===== src/rtl/fsec_pkg.sv =====
`timescale 1ns/1ps
package fsec_pkg;
   localparam int CODE_K = 7;
   localparam int CODE_R = 8;
   localparam int CODE_N = CODE_K + CODE_R;

   typedef enum logic [2:0] {
      ST_IDLE = 3'd0,
      ST_ENC  = 3'd1,
      ST_CHK  = 3'd2,
      ST_WR   = 3'd3,
      ST_DROP = 3'd4
   } enc_state_t;

   // Data taps of parity bit j, bit i of the result selects data bit mi
   function automatic logic [CODE_K-1:0] parity_taps(input int j);
      logic [CODE_K-1:0] t;
      case (j)
         0: t = 7'b1010001;
         1: t = 7'b1110011;
         2: t = 7'b0110111;
         3: t = 7'b1101110;
         4: t = 7'b0001101;
         5: t = 7'b0011010;
         6: t = 7'b0110100;
         default: t = 7'b1101000;
      endcase
      return t;
   endfunction
endpackage


===== src/rtl/fsec_par_cone.sv =====
`timescale 1ns/1ps
module fsec_par_cone #(
   parameter int              W   = 7,
   parameter logic [W-1:0]    TAP = '0
) (
   input  logic         clk,
   input  logic         rst_n,
   input  logic         load,
   input  logic [W-1:0] din,
   input  logic         flip,
   output logic         q
);
   logic sum;

   always_comb sum = ^(din & TAP);

   always_ff @(posedge clk or negedge rst_n) begin
      if (!rst_n)
         q <= 1'b0;
      else if (load)
         q <= sum ^ flip;
   end
endmodule


===== src/rtl/fsec_retry_fsm.sv =====
`timescale 1ns/1ps
module fsec_retry_fsm
   import fsec_pkg::*;
#(
   parameter int MAX_RETRY = 3
) (
   input  logic clk,
   input  logic rst_n,
   input  logic in_valid,
   input  logic det_err,
   output logic in_ready,
   output logic accept,
   output logic load_cw,
   output logic first_try,
   output logic chk_req,
   output logic wr_en,
   output logic unrec_err
);
   localparam int CNT_W = $clog2(MAX_RETRY + 1) + 1;

   enc_state_t        state_q, state_d;
   logic [CNT_W-1:0]  retry_q;

   always_comb begin
      in_ready  = (state_q == ST_IDLE);
      accept    = in_ready && in_valid;
      load_cw   = (state_q == ST_ENC);
      chk_req   = (state_q == ST_CHK);
      wr_en     = (state_q == ST_WR);
      unrec_err = (state_q == ST_DROP);
   end

   always_comb begin
      state_d = state_q;
      unique case (state_q)
         ST_IDLE: if (in_valid) state_d = ST_ENC;
         ST_ENC:  state_d = ST_CHK;
         ST_CHK: begin
            if (!det_err)
               state_d = ST_WR;
            else if (retry_q == CNT_W'(MAX_RETRY))
               state_d = ST_DROP;
            else
               state_d = ST_ENC;
         end
         ST_WR:   state_d = ST_IDLE;
         ST_DROP: state_d = ST_IDLE;
         default: state_d = ST_IDLE;
      endcase
   end

   always_ff @(posedge clk or negedge rst_n) begin
      if (!rst_n) begin
         state_q   <= ST_IDLE;
         retry_q   <= '0;
         first_try <= 1'b0;
      end else begin
         state_q <= state_d;
         if (accept) begin
            retry_q   <= '0;
            first_try <= 1'b1;
         end else begin
            if (load_cw)
               first_try <= 1'b0;
            if (chk_req && det_err)
               retry_q <= retry_q + 1'b1;
         end
      end
   end
endmodule


===== src/rtl/fsec_encoder.sv =====
`timescale 1ns/1ps
module fsec_encoder
   import fsec_pkg::*;
#(
   parameter int DATA_W    = 7,
   parameter int PAR_W     = 8,
   parameter int MAX_RETRY = 3
) (
   input  logic                    clk,
   input  logic                    rst_n,
   input  logic                    in_valid,
   output logic                    in_ready,
   input  logic [DATA_W-1:0]       in_data,
   input  logic                    inj_en,
   input  logic [PAR_W-1:0]        inj_mask,
   output logic [DATA_W+PAR_W-1:0] cw_out,
   output logic                    chk_req,
   input  logic                    det_err,
   output logic                    wr_en,
   output logic                    unrec_err
);
   localparam int CW_W = DATA_W + PAR_W;

   if (DATA_W != CODE_K || PAR_W != CODE_R) begin : g_bad_code
      $error("fsec_encoder: only the (15,7) code is supported");
   end
   if (MAX_RETRY < 1) begin : g_bad_retry
      $error("fsec_encoder: MAX_RETRY must be at least 1");
   end

   logic              accept, load_cw, first_try;
   logic [DATA_W-1:0] data_q;
   logic [PAR_W-1:0]  mask_q;
   logic [CW_W-1:0]   cw_q;

   fsec_retry_fsm #(.MAX_RETRY(MAX_RETRY)) u_fsm (
      .clk       (clk),
      .rst_n     (rst_n),
      .in_valid  (in_valid),
      .det_err   (det_err),
      .in_ready  (in_ready),
      .accept    (accept),
      .load_cw   (load_cw),
      .first_try (first_try),
      .chk_req   (chk_req),
      .wr_en     (wr_en),
      .unrec_err (unrec_err)
   );

   always_ff @(posedge clk or negedge rst_n) begin
      if (!rst_n) begin
         data_q <= '0;
         mask_q <= '0;
      end else if (accept) begin
         data_q <= in_data;
         mask_q <= inj_en ? inj_mask : '0;
      end
   end

   // Systematic part: one register per data bit, fed only by that bit
   for (genvar i = 0; i < DATA_W; i++) begin : g_copy
      always_ff @(posedge clk or negedge rst_n) begin
         if (!rst_n)
            cw_q[i] <= 1'b0;
         else if (load_cw)
            cw_q[i] <= data_q[i];
      end
   end

   // Parity part: an independent cone per bit
   for (genvar j = 0; j < PAR_W; j++) begin : g_par
      logic flip_j;
      always_comb flip_j = first_try & mask_q[j];
      fsec_par_cone #(
         .W   (DATA_W),
         .TAP (DATA_W'(parity_taps(j)))
      ) u_cone (
         .clk   (clk),
         .rst_n (rst_n),
         .load  (load_cw),
         .din   (data_q),
         .flip  (flip_j),
         .q     (cw_q[DATA_W+j])
      );
   end

   assign cw_out = cw_q;
endmodule


===== config.mk =====
export PLATFORM = sky130hd
export DESIGN_NAME = fsec_encoder
export DESIGN_NICKNAME = d
export VERILOG_FILES = /design/src/rtl/fsec_pkg.sv /design/src/rtl/fsec_par_cone.sv /design/src/rtl/fsec_retry_fsm.sv /design/src/rtl/fsec_encoder.sv
export SDC_FILE = /design/constraint.sdc
export NUM_CORES = 1
export LEC_CHECK = 0
export BUFFER_PORTS_ARGS = -buffer_cell sky130_fd_sc_hd__buf_2
export CORE_ASPECT_RATIO = 0.6
export CORE_UTILIZATION = 40
export CTS_CLUSTER_SIZE = 28
export DETAILED_ROUTE_END_ITERATION = 8
export PLACE_DENSITY_LB_ADDON = 0.15
export SLEW_MARGIN = 40
export SYNTH_ARGS = -nofsm -noshare
export SYNTH_HDL_FRONTEND = slang
export SYNTH_SLANG_ARGS = --single-unit

===== constraint.sdc =====
create_clock -name clk -period 2.25 [get_ports clk]
set_clock_uncertainty 0.2 [all_clocks]
set_input_delay 0.45 -clock clk [delete_from_list [all_inputs] [get_ports clk]]
set_output_delay 0.45 -clock clk [all_outputs]
set_load 0.01 [all_outputs]

==> impl_results.md <==
* Detailed Routing Iterations Pass 1 at 4
* Via count at around 1300
* Die H at approximately 54 um
* Final Routed Wirelength at around 3400 um
* Final Setup Violations at 0
* Cell taking the most area after synthesis: dfrtp_1
* Yosys warns at 0
* Max_cap viols at 0
* Overall Global Routing Usage at roughly 16%
* ANT cells at 0
* Site Rows at 18
* Drt via density at 4.62
* CTS tree: yes
* Die Wd at ~89 um
* Sequential-to-total area share from yosys stat at 50.7%
* Final nets at roughly 230
* Syn Nets at between 200 and 250
* Leakage at roughly 1 nW
* Reg2Reg Depth at 4
* Sequential power share at a little under two fifths
* Worst Tran Pin Value at between 500 and 600 ps
* Initial antenna violation count at 0
* Worst Hold Class: in2reg
* Clk sinks at 37
* #FFs+latches synth at 37
* Htree depth at 2
* Commonest non-fill, non-tap cells in the layout: nand2_1, dfrtp_1, buf_2, xnor2_1, nor2_1
* Period utilization at 84.7%
* Worst VDD drop at between 500 and 600 uV
* Filler Cell Count at roughly 440
* R2r setup slk at between 400 and 500 ps
* Switch share at 39.9%
* Clock buffer count from CTS at 5
* Synth unique cells at 27
* Reg-to-reg endpoint: data_q[4]
* Final min period at 1910 ps
* Core area at roughly 4200 sq um
* Post-Syn Area per Cell at between 10 and 15 sq um
* DRT iter0 DRCs at 67
* CP startpoint: u_fsm.state_q[1]
* Crit. End Element: primary output
* Cells after synthesis at roughly 180
* Fin util at roughly 49%
* Peak Freq at 0.525 GHz
* Cts repair resizes at 0
* Worst setup SP type: flop
* Max_slew headroom at a little over three fifths
* Unrepaired setup endpoints after global routing: false
* Clk_lat worst skew at about 280 ps
* Io pins at 39
* CTS root buffer: clkbuf_8
* Worst path arrival time at approximately 1300 ps
* Layout cells sized above 1 at approximately 28%
* Fin Setup TNS at 0 ps
* Clock Path Buffers at 2
* Commonest non-fill, non-tap cell in the layout: nand2_1
* Clock Pin Slew Worst Setup and Hold Paths at about 70 ps
* Vias in the first global route at between 1000 and 1500
* Die Area at 4850 sq um
* Post-Syn Area at approximately 1800 sq um
* Average wire per standard cell at 12.6 um
* Clk pwr share at a little over an eighth
* Status: finished clean
* Req. time, crit path at about 1600 ps
* PD cells at around 1600 nW/um^2
* Main area contributors after synthesis: dfrtp_1, nand2_1, xnor2_1
* Kind of critical path: reg2out
* Final GP Congestion at between 0.7 and 0.8
* Final slew viol count at 0
* Worst setup path endpoint: in_ready
* Critical path fanouts, max at 7
* Final Hold Viols at 0
* Post-synth top area share at around 51%
* Combinational group share of total power at about half
* Starting Density at about 43%
* DP Wirelength at around 2600 um
* Wire length of the first global-routing pass at between 5000 and 6000 um
* P&R area growth vs syn at 13.1%
* Sw power at roughly 1.3 mW
* Antenna viol nets, final at 0
* Worst r2r src: u_fsm.state_q[1]
* Remaining DRCs at 0
* Total grt overflow at 0
* Largest net degree at the start of global routing at 38
* PortBufs at 38
* Internal at between 1.5 and 2 mW
* Total Power at ~3.3 mW
-- worst min path at each step --
| stage | start | endpoint | slack, ps | cells past startpoint |
|---|---|---|---|---|
| final | in_data[3] | data_q[3] | 160 | 3 |
| after CTS | rst_n | data_q[6] | 80 | 1 |
| after detailed placement | mask_q[6] | mask_q[6] | 260 | 2 |
| after global routing | in_data[6] | data_q[6] | 160 | 3 |
| after global placement | mask_q[6] | mask_q[6] | 260 | 2 |
| after floorplan | rst_n | cw_out[0] | -50 | 0 |
-- power by group through the flow --
stage,logic [mW],registers [mW],clock network [mW]
floorplan,1.39,1.19,0
global placement,1.61,1.24,0
detailed placement,1.63,1.26,0
CTS,1.65,1.25,0.448
global route,1.79,1.30,0.475
finish,1.61,1.25,0.433
-- layer usage --
metal	share of wire, %	GRT usage [%]	up-vias
met5	0	0	-
met4	0.64	6.35	0
met1	51	22.8	598
li1	-	-	623
met2	42	23.8	29
met3	5.6	5.43	3
-- state kept, by name (all words and copies together) (netlist names) --
register	flops
g_par.u_cone.q	8
data_q	7
cw_out	7
u_fsm.first_try	1
u_fsm.state_q	3
u_fsm.retry_q	3
mask_q	8
-- critical path, cell delays in order (launching register included) --
cell	delay, ps
dfrtp_1	460
nor3_1	320
buf_2	190
-- logic make-up (layout without fill, tap and decap cells) --
kind of cell,after synthesis,in the layout,synth area share (%)
buffers and inverters,20,52,7.87
AND/OR/NAND/NOR,75,75,19.0
flip-flops,37,37,50.7
XOR/XNOR,25,25,12.4
adder cells (fa/ha/maj),2,2,1.37
AO/OA/AOI/OAI,12,12,3.90
multiplexers,8,8,4.86
-- area by class of cell --
type	count	area [sq um]	area share, %
timing repair buffer	41	218	10.5
inverter	3	11.3	0.544
clock buffer	8	80.1	3.87
tap	60	75.1	3.63
multi-input combinational	122	758	36.7
sequential	37	926	44.8
-- cells in the mapped netlist, drive strengths merged --
cell	number
nand3	9
xnor2	18
and2	2
nand2	46
nor3b	3
dfrtp	37
ha	2
buf	16
a211oi	1
clkbuf	1
a21o	1
a21oi	8
nor3	2
xor2	7
nor2	11
mux2	7
and3b	1
inv	3
o21ai	2
and3	1
mux2i	1
-- through the flow --
stage                     hold slack, ps  instance area [sq um]  worst slack (ps)  std cells
final                                158                   2070               344        271
after global routing                 158                   2070               287        271
after floorplan                    -45.6                   1830               566        179
after detailed placement             262                   1980               503        262
after global placement               259                   1980               492        262
after CTS                           83.8                   2060               340        270
-- timing repair --
item                      in CTS  in global routing
hold endpoints to repair       0                 37
setup buffers                  0                  0
hold buffers                   0                  1
Power figures use the tool's default switching activity.
